--- config.mk ---
export PLATFORM = sky130hd
export DESIGN_NAME = irq_wake_ctrl
export DESIGN_NICKNAME = d
export VERILOG_FILES = /design/src/rtl/irq_wake_pkg.sv /design/src/rtl/irq_addr_decode.sv /design/src/rtl/irq_reg_bank.sv /design/src/rtl/irq_out_logic.sv /design/src/rtl/irq_wake_ctrl.sv
export SDC_FILE = /design/constraint.sdc
export NUM_CORES = 1
export LEC_CHECK = 0
export ABC_AREA = 1
export CORE_ASPECT_RATIO = 2
export CORE_UTILIZATION = 41
export DETAILED_ROUTE_END_ITERATION = 6
export HOLD_SLACK_MARGIN = 0.15
export PLACE_DENSITY = 0.75
export SLEW_MARGIN = 20
export SYNTH_ARGS = -nofsm -noshare
export SYNTH_HDL_FRONTEND = slang
export SYNTH_SLANG_ARGS = --single-unit
--- constraint.sdc ---
create_clock -name clk -period 1.1 [get_ports clk]
set_clock_uncertainty 0.05 [all_clocks]
set_input_delay 0.22 -clock clk [delete_from_list [all_inputs] [get_ports clk]]
set_output_delay 0.22 -clock clk [all_outputs]
set_load 0.01 [all_outputs]
--- src/rtl/irq_wake_pkg.sv ---
package irq_wake_pkg;

    // Byte offsets of the three registers on the register bus
    localparam int OFS_GATE    = 'h0;
    localparam int OFS_ENABLE  = 'h8;
    localparam int OFS_PENDING = 'hC;

    typedef enum logic [1:0] {
        SEL_NONE    = 2'd0,
        SEL_GATE    = 2'd1,
        SEL_ENABLE  = 2'd2,
        SEL_PENDING = 2'd3
    } reg_sel_e;

endpackage

--- src/rtl/irq_addr_decode.sv ---
module irq_addr_decode
    import irq_wake_pkg::*;
#(
    parameter int ADDR_W = 4
) (
    input  logic [ADDR_W-1:0] addr,
    output reg_sel_e          sel
);

    always_comb begin
        if (addr == ADDR_W'(OFS_GATE))
            sel = SEL_GATE;
        else if (addr == ADDR_W'(OFS_ENABLE))
            sel = SEL_ENABLE;
        else if (addr == ADDR_W'(OFS_PENDING))
            sel = SEL_PENDING;
        else
            sel = SEL_NONE;
    end

endmodule

--- src/rtl/irq_reg_bank.sv ---
module irq_reg_bank
    import irq_wake_pkg::*;
#(
    parameter int NUM_LINES = 32,
    parameter int DATA_W    = 32
) (
    input  logic                 clk,
    input  logic                 rst_n,
    input  logic [NUM_LINES-1:0] req,
    input  logic                 wr,
    input  reg_sel_e             sel,
    input  logic [DATA_W-1:0]    wdata,
    output logic [DATA_W-1:0]    rdata,
    output logic                 gate_q_o,
    output logic [NUM_LINES-1:0] en_q_o,
    output logic [NUM_LINES-1:0] pend_q_o
);

    typedef struct packed {
        logic                 gate;
        logic [NUM_LINES-1:0] en;
        logic [NUM_LINES-1:0] pend;
    } regs_t;

    regs_t regs_d, regs_q;

    logic [NUM_LINES-1:0] clr_d;
    logic [NUM_LINES-1:0] set_d;

    always_comb begin
        regs_d = regs_q;

        // Clear mask from a pending write; new requests are gated by the
        // enable value held before this edge and take priority over clears
        clr_d = (wr && sel == SEL_PENDING) ? wdata[NUM_LINES-1:0] : '0;
        set_d = req & regs_q.en;
        regs_d.pend = (regs_q.pend & ~clr_d) | set_d;

        if (wr && sel == SEL_GATE)
            regs_d.gate = wdata[0];
        if (wr && sel == SEL_ENABLE)
            regs_d.en = wdata[NUM_LINES-1:0];
    end

    always_ff @(posedge clk or negedge rst_n) begin
        if (!rst_n)
            regs_q <= '0;
        else
            regs_q <= regs_d;
    end

    always_comb begin
        unique case (sel)
            SEL_GATE:    rdata = DATA_W'(regs_q.gate);
            SEL_ENABLE:  rdata = DATA_W'(regs_q.en);
            SEL_PENDING: rdata = DATA_W'(regs_q.pend);
            default:     rdata = '0;
        endcase
    end

    assign gate_q_o = regs_q.gate;
    assign en_q_o   = regs_q.en;
    assign pend_q_o = regs_q.pend;

endmodule

--- src/rtl/irq_out_logic.sv ---
module irq_out_logic #(
    parameter int NUM_LINES         = 32,
    parameter bit WAKE_NEEDS_MASTER = 1'b1
) (
    input  logic                 gate,
    input  logic [NUM_LINES-1:0] en,
    input  logic [NUM_LINES-1:0] pend,
    output logic                 irq,
    output logic                 wake
);

    logic live;

    assign live = |(pend & en);
    assign irq  = gate & live;

    generate
        if (WAKE_NEEDS_MASTER) begin : g_wake_gated
            assign wake = gate & live;
        end else begin : g_wake_free
            assign wake = live;
        end
    endgenerate

endmodule

--- src/rtl/irq_wake_ctrl.sv ---
module irq_wake_ctrl
    import irq_wake_pkg::*;
#(
    parameter int NUM_LINES         = 32,
    parameter int DATA_W            = 32,
    parameter int ADDR_W            = 4,
    parameter bit WAKE_NEEDS_MASTER = 1'b1
) (
    input  logic                 clk,
    input  logic                 rst_n,
    input  logic [NUM_LINES-1:0] irq_req,
    input  logic                 bus_wr,
    input  logic [ADDR_W-1:0]    bus_addr,
    input  logic [DATA_W-1:0]    bus_wdata,
    output logic [DATA_W-1:0]    bus_rdata,
    output logic                 irq,
    output logic                 wake
);

    reg_sel_e             reg_sel;
    logic                 gate_en;
    logic [NUM_LINES-1:0] en_mask;
    logic [NUM_LINES-1:0] pend_vec;

    irq_addr_decode #(
        .ADDR_W (ADDR_W)
    ) u_decode (
        .addr (bus_addr),
        .sel  (reg_sel)
    );

    irq_reg_bank #(
        .NUM_LINES (NUM_LINES),
        .DATA_W    (DATA_W)
    ) u_regs (
        .clk      (clk),
        .rst_n    (rst_n),
        .req      (irq_req),
        .wr       (bus_wr),
        .sel      (reg_sel),
        .wdata    (bus_wdata),
        .rdata    (bus_rdata),
        .gate_q_o (gate_en),
        .en_q_o   (en_mask),
        .pend_q_o (pend_vec)
    );

    irq_out_logic #(
        .NUM_LINES         (NUM_LINES),
        .WAKE_NEEDS_MASTER (WAKE_NEEDS_MASTER)
    ) u_out (
        .gate (gate_en),
        .en   (en_mask),
        .pend (pend_vec),
        .irq  (irq),
        .wake (wake)
    );

endmodule

; Word-level counts from Yosys, hierarchy flattened
; Index checks and enable logic that the tools add are counted.
[word_totals]
word_cells = 24
mem_bits_ro = 0
ram_bits = 0
reg_bits = 65
latch_bits = 0
in_bits = 71
output_inout_bits = 34
mem_count = 0
[classes]
n_bitwise = 6
div = 0
n_lt_le_gt_ge = 0
muxes = 5
shift = 0
eq_ne = 5
addsub = 0
n_reduce_logical = 5
mul = 0
[op_table]
columns = cell, count
row1 = $and A32 B32 Y32, 3
row2 = $pmux W32 S3, 1
row3 = $mux W32, 1
row4 = $not A32 Y32, 1
row5 = $or A32 B32 Y32, 1
row6 = $reduce_or A32 Y1, 1
row7 = $eq A4 B4 Y1 const B, 2
row8 = $mux W2, 3
row9 = $eq A2 B2 Y1 const B, 2
row10 = $logic_not A4 Y1, 1
row11 = $logic_and A1 B1 Y1, 3
row12 = $eq A2 B1 Y1 const B, 1
row13 = $and A1 B1 Y1, 1

; Logic depth before layout (Yosys ltp)
; Gate-level depths: netlist of run 1.
[logic_depth]
ltp_word = 10
depth_mapped = 7

; Modules after synthesis
; A second synthesis of run 1 with hierarchy kept.
[unflattened]
cells_unflattened = 496
area_unflattened_um2 = 3424.5
[by_module_without_submodules]
columns = module, area_per_inst_um2, cells_each, seq_area_each_um2, n_inst
row1 = irq_reg_bank, 3134.3, 423, 1626.6, 1
row2 = irq_out_logic, 249.0, 65, 0.0, 1
row3 = irq_addr_decode, 41.3, 8, 0.0, 1

; Worst setup path after synthesis of run 1
; No wires, ideal clock.
[synth_timing]
path_type = register to output
start = register u_regs.regs_q[56] (netlist: u_regs.en_q_o[24])
end = output port wake
stages_incl_launch_ff = 8
path_slack_ns = -0.196
required_time_ns = 0.830
n_path_buf = 1
arrival_ns = 1.026
path_cell_list = dfrtp_1 -> nand2_1 -> nand2_1 -> nor2_1 -> nand2_1 -> nor2_1 -> a21oi_1 -> buf_4
[synth_between]
elab_chain_len = 3
[synth_lines]
columns = item, line
row1 = start: declaration, irq_reg_bank.sv:25  ; regs_t regs_d, regs_q;
row2 = start signal: assignment, irq_reg_bank.sv:49  ; regs_q <= regs_d;
row3 = $and A32 B32 Y32, irq_out_logic.sv:14  ; assign live = |(pend & en);
row4 = $reduce_or A32 Y1, irq_out_logic.sv:14
row5 = $and A1 B1 Y1, --
row6 = end: declaration, irq_wake_ctrl.sv:17  ; output logic wake
; Every way passes these cells.

; Final worst setup path of run 1
[layout_timing]
start = register u_regs.regs_q[21] (netlist: u_regs.pend_q_o[21])
end = output port irq
[layout_between]
elab_chain_len = 3
[layout_lines]
columns = item, line
row1 = $and A32 B32 Y32, irq_out_logic.sv:14
row2 = $reduce_or A32 Y1, irq_out_logic.sv:14
row3 = $and A1 B1 Y1, irq_out_logic.sv:15  ; assign irq = gate & live;
row4 = end: declaration, irq_wake_ctrl.sv:16  ; output logic irq,
; Every way passes these cells.

==> flow_summary.toml, run 1 <==
[worst_setup_path]
worst-r2r-cell-count = 3
path_class = "reg -> out"
worst-path-max-fanout = 2
cp-startpoint = "u_regs.pend_q_o[21]"
r2r-start = "u_regs.en_q_o[19]"
rrSetupSlack_ns = 0.17
cp-endpoint = "irq"
worstPathArrival_ns = 1.51
end_kind = "primary output"
worstSetupStartpointType = "flip-flop"
critical_path_required_ns = 0.83
r2r-end = "u_regs.pend_q_o[19]"

[synth]
synth_edf_count = 0
yosysWarnings = 0
synth_fa_ha_area_share_pct = 0
synthArstFlopShare_pct = 100
yosysMostFrequentCell = "nand2_1"
yosys_register_bits = 65
synth-simple-area-share_pct = 25.3
postSynthCellCount = 408
synth_area_leader_cell = "dfrtp_1"
muxShareOfSynthArea_pct = 0
synth_ff_type = "dfrtp_1"
synth_top_family_by_area = "simple AND/OR/NAND/NOR gates"
ys_seq_area_share_pct = 51.5
synth_compound_gate_area_share_pct = 15.7
synth_top_area_share_pct = 51.5
synth.area.top_cells = "dfrtp_1, nand2_1, o21ai_1"
ys_top_cells_by_count = "nand2_1, dfrtp_1, o21ai_1"
synth_xor_area_share_pct = 0
syn-num-nets = 479
netlist_area_um2 = 3160
yosysUniqueCellTypes = 16
avgSynthCellArea_um2 = 7.75

[floorplan]
initial_core_util_pct = 41.9
die_h_um = 126
io_pins = 105
fp.dieW_um = 64.1
die_area_um2 = 8090
rows = 45
core_um2 = 7540

[clock_network]
cts_sinks = 65
worstSkewPairLatency_ns = 0.33
cts_buffers = 9
cts_tree = "built"
path_clk_slew_ns = 0.05
cts_buffer_depth = 2
cts_max_level = 3
cts_root_buffer = "clkbuf_16"

[global_route]
grt_overflow = 0
grt_pass1_wl_um = 22300
grtUsageMet2_pct = 65.9
gr-usage-met3_pct = 8.97
antenna_found_initial = 0
grt_pass1_vias = 4409
busiest_layer = "met2"
grt_util_met1_pct = 36.9
grt_max_degree = 34
grt_usage_pct = 37.5

[pwr]
switching_share_pct = 31.2
seqPwrFrac_pct = 33.7
p_leak_nw = 3.03
internal_power_mw = 6.27
clkPwrFrac_pct = 32.4
pwr_density_cell_nw_per_um2 = 1430
worst_ir_drop_vdd_v = 0.00146
p_switching_mw = 2.84
comb_power_share_pct = 33.9

[cells_and_area]
drive_gt1_share_pct = 47.5
num_antenna_cells = 0
nets = 687
multiInputGateArea_um2 = 1950
fillers = 356
ff_latch_area_um2 = 1630
area_delta_synth_final_pct = 101

[run_status]
status = "finished with violations"
violations = "setup timing"

[timing]
hold_viol = 0
fin_hold_ws_ns = 0.265
slew_headroom_pct = 77.3
clock.fmax_mhz = 562
rsz0062_at_grt = "true"
worst_slew_pin_slew_ns = 0.340
setup_slack_ns = -0.679
post-route-period-util_pct = 162
tns_ns = -30.54
setup_viol = 98
slew_violations = 0
finalCriticalPeriod_ns = 1.78

[routing]
drt_first_pass_iters = 5
route.final.wire_length_um = 14600
ant_nets = 0
first_iter_violations = 246
drc = 0
wire_per_inst_um = 20.4
vias = 4001
via_per_inst = 5.60

[run]
drv_cap = 0

[placement]
place_congestion = 0.822
place_hpwl_um = 6670
port_buffers = 104

[worst_hold_path]
hp-class = "in -> async"
==> registers in the layout, summed over array words and instances (netlist names) <==
| register | count |
|---|---|
| u_regs.en_q_o | 32 |
| u_regs.pend_q_o | 32 |
| u_regs.gate_q_o | 1 |
==> per-layer routing <==
layer,wire length [um],part of all wire [%],vias up
li1,-,-,1722
met1,4940,34,1942
met2,7650,52,246
met3,892,6.1,91
met4,1110,7.6,0
met5,0,0,-
==> worst min-delay path by stage <==
stage               start             endpoint  cells after the start
floorplan           rst_n     u_regs.en_q_o[0]                      0
global placement    rst_n    u_regs.en_q_o[16]                      1
detailed placement  rst_n  u_regs.pend_q_o[16]                      1
CTS                 rst_n  u_regs.pend_q_o[16]                      2
global route        rst_n  u_regs.pend_q_o[16]                      2
finish              rst_n  u_regs.pend_q_o[16]                      2
==> layout by cell type, fill, tap and decap left out, types with 4 or more instances in the layout <==
cell             count
nand2_1            129
dfrtp_1             65
clkdlybuf4s50_1     64
buf_4               64
o21ai_2             51
nand2_2             34
inv_1               34
buf_6               32
nand2_4             25
buf_2               22
a22o_1              19
buf_12              16
o21ai_4             11
clkbuf_16           10
nor2_1               7
buf_16               7
nor2_4               4
buf_8                4
==> kinds of logic after synthesis <==
| group | after synthesis |
|---|---|
| AOI/OAI and AO/OA | 85 |
| buffers and inverters | 52 |
| and+or+nand+nor | 206 |
| DFF | 65 |
==> power groups by stage <==
| stage | combinational [mW] | clock, mW | sequential (mW) |
|---|---|---|---|
| after CTS | 2.61 | 2.94 | 3.02 |
| after detailed placement | 2.22 | 0 | 3.05 |
| final | 3.09 | 2.95 | 3.07 |
| after floorplan | 0.830 | 0 | 3.12 |
| after global routing | 3.29 | 3.08 | 3.10 |
| after global placement | 2.16 | 0 | 3.03 |
==> worst max-delay path, cell delays in order (launching register included) <==
cell and delay, ns:
dfrtp_1 0.41, nand2_1 0.09, nand2_2 0.06, nor2_1 0.11, nand2_1 0.08, nor2_2 0.17
a21oi_2 0.10, buf_2 0.15
==> stage by stage <==
step           setup slack, ns  cells  util, %  power (mW)  instance area (um^2)
3_5_place_dp             -1.12    670     66.1        5.27                  4990
6_report                -0.679    715     84.4        9.11                  6370
5_1_grt                 -0.748    715     84.4        9.48                  6370
4_1_cts                 -0.565    725     82.9        8.56                  6250
3_3_place_gp             -1.08    670     66.1        5.18                  4990
2_1_floorplan           -0.142    408        -        3.95                  3250
==> area by class of cell <==
cell class | count | area share, %
timing repair buffer | 213 | 34.8
multi-input combinational | 291 | 30.7
sequential | 65 | 25.6
clock buffer | 14 | 4.30
inverter | 36 | 2.28
tap | 94 | 1.85
clock inverter | 2 | 0.550
==> repair_timing <==
item / in CTS / in global routing
gates resized for setup: 288 / 76
hold endpoints to repair: 65 / 0
hold buffers: 1 / 0
cloned: 15 / 1
endpoints found under the setup margin: 98 / 99
buffers inserted: 28 / 11
pin swaps: 40 / 45
Note: power is estimated with default switching activity, not from simulation.
==> run 2: changes to the inputs <==
--- a/config.mk
+++ b/config.mk
@@ -11,6 +11,7 @@
 export DETAILED_ROUTE_END_ITERATION = 6
 export HOLD_SLACK_MARGIN = 0.15
 export PLACE_DENSITY = 0.75
+export SKIP_CTS_REPAIR_TIMING = 1
 export SLEW_MARGIN = 20
 export SYNTH_ARGS = -nofsm -noshare
 export SYNTH_HDL_FRONTEND = slang
==> run 2 against run 1 <==
Against the previous run: the run still ends with setup timing left; largest power group is now registers; cell area shrank 8.9%; clock power is essentially flat; setup slack gained 0.038 ns; register-to-register slack gained 0.05 ns.
==> flow_summary.toml, run 2 (synthesis gave the netlist of run 1 again) <==
[run_status]
status = "finished with violations"
violations = "setup timing"

[floorplan]
core_um2 = 7540
io_pins = 105
initial_core_util_pct = 41.9
die_area_um2 = 8090
fp.dieW_um = 64.1
rows = 45
die_h_um = 126

[clock_network]
cts_buffers = 9
cts_tree = "built"
cts_buffer_depth = 2
cts_root_buffer = "clkbuf_16"
cts_max_level = 3
path_clk_slew_ns = 0.05
worstSkewPairLatency_ns = 0.33
cts_sinks = 65

[cells_and_area]
nets = 691
drive_gt1_share_pct = 35.2
final_cell_mix = "nand2_1, buf_4, dfrtp_1"
fillers = 478
final_common_cell = "nand2_1"
num_antenna_cells = 0
area_delta_synth_final_pct = 83.5

[timing]
rsz0062_at_grt = "true"
post-route-period-util_pct = 158
setup_viol = 90
fin_hold_ws_ns = 0.258
clock.fmax_mhz = 574
slew_headroom_pct = 76.7
setup_slack_ns = -0.642
worst_slew_pin_slew_ns = 0.349
finalCriticalPeriod_ns = 1.74
hold_viol = 0
slew_violations = 0

[routing]
drc = 0
via_per_inst = 5.09
first_iter_violations = 224
drt_first_pass_iters = 5
route.final.wire_length_um = 11600
vias = 3658
ant_nets = 0
wire_per_inst_um = 16.1

[worst_setup_path]
worst-path-max-fanout = 7
critical_path_required_ns = 0.83
worstSetupStartpointType = "primary input"
worstPathArrival_ns = 1.47
cp-startpoint = "bus_addr[0]"
end_kind = "primary output"
critical-path-max-stage-delay_ns = 0.26
crit_top_cell = "buf_6"
slowest_stage = "nor2_4"
path_class = "in -> out"
r2r-start = "u_regs.en_q_o[18]"
path_cells = "buf_6 > nor2_4 > nand2_2 > nor2_4 > buf_6 > buf_6 > buf_6 > buf_6 > a22o_1 > buf_2"

[worst_hold_path]
hp-class = "in -> async"

[placement]
place_congestion = 0.822
port_buffers = 104
place_hpwl_um = 6670

[pwr]
worst_ir_drop_vdd_v = 0.00145
p_total_mw = 8.44
p_leak_nw = 2.91
pwr_density_cell_nw_per_um2 = 1460

[run]
drv_cap = 0

[global_route]
antenna_found_initial = 0
grt_pass1_wl_um = 15100
grt_pass1_vias = 3505
grt_overflow = 0
grt_usage_pct = 24.4
grt_max_degree = 34
==> run 2: cell types whose count changed in the layout (fill, tap and decap cells not counted), moves of 5 or more <==
cell | previous run | this run
nand2_2 | 34 | 21
buf_16 | 7 | 0
buf_4 | 64 | 74
nand2_1 | 129 | 165
o21ai_2 | 51 | 21
dlymetal6s2s_1 | 0 | 5
o21ai_1 | 2 | 42
nand2_4 | 25 | 3
o21ai_4 | 11 | 1
clkbuf_2 | 1 | 6
==> run 2: metrics by stage <==
stage          utilization [%]  setup slack, ns  TNS, ns  std cells  area [um^2]
2_1_floorplan                -           -0.142    -2.96        408         3250
3_3_place_gp              66.1            -1.08   -79.42        670         4990
3_5_place_dp              66.1            -1.12   -82.56        670         4990
4_1_cts                   70.2            -1.12   -61.73        686         5300
5_1_grt                   76.9           -0.706   -36.11        719         5800
6_report                  76.9           -0.642   -30.69        719         5800
==> run 2: worst paths after layout <==
check / end / slack [ns] / cells after the start
max: bus_rdata[25] / -0.64 / 10
max reg2reg: u_regs.en_q_o[18] / 0.22 / 3
min reg2reg: u_regs.gate_q_o / 0.50 / 2
max in group asynchronous: u_regs.en_q_o[9] / 0.27 / 3
min: u_regs.en_q_o[16] / 0.26 / 2
min in group clk: u_regs.pend_q_o[1] / 0.37 / 3
==> run 2: metal layers <==
metal	vias up	GRT usage, %	wire length (um)	part of all wire, %
met4	0	11.6	576	5.0
met5	-	0	0	0
met3	40	4.80	504	4.4
met2	128	46.2	6490	56
li1	1733	-	-	-
met1	1757	24.3	4000	35
==> run 2: where the power goes <==
group	internal, mW	switching (mW)	total [mW]
logic	1.30	1.17	2.47
registers	2.80	0.245	3.05
clock network	1.94	0.987	2.92
==> run 2: cell type report <==
| cell class | instances | area [um^2] | share of cell area (%) |
|---|---|---|---|
| repair buffers | 217 | 2110 | 36.4 |
| flip-flops and latches | 65 | 1630 | 28.0 |
| multi-input cells | 291 | 1500 | 25.9 |
| clock buffers | 14 | 274 | 4.72 |
| inverters | 36 | 135 | 2.33 |
| well taps | 94 | 118 | 2.03 |
| clock inverters | 2 | 35.0 | 0.604 |
==> run 2: critical path: cells and delay by family <==
kind	cells	cell delay, ns
AOI/OAI and AO/OA	1	0.13
buffers and inverters	6	0.63
and+or+nand+nor	3	0.48
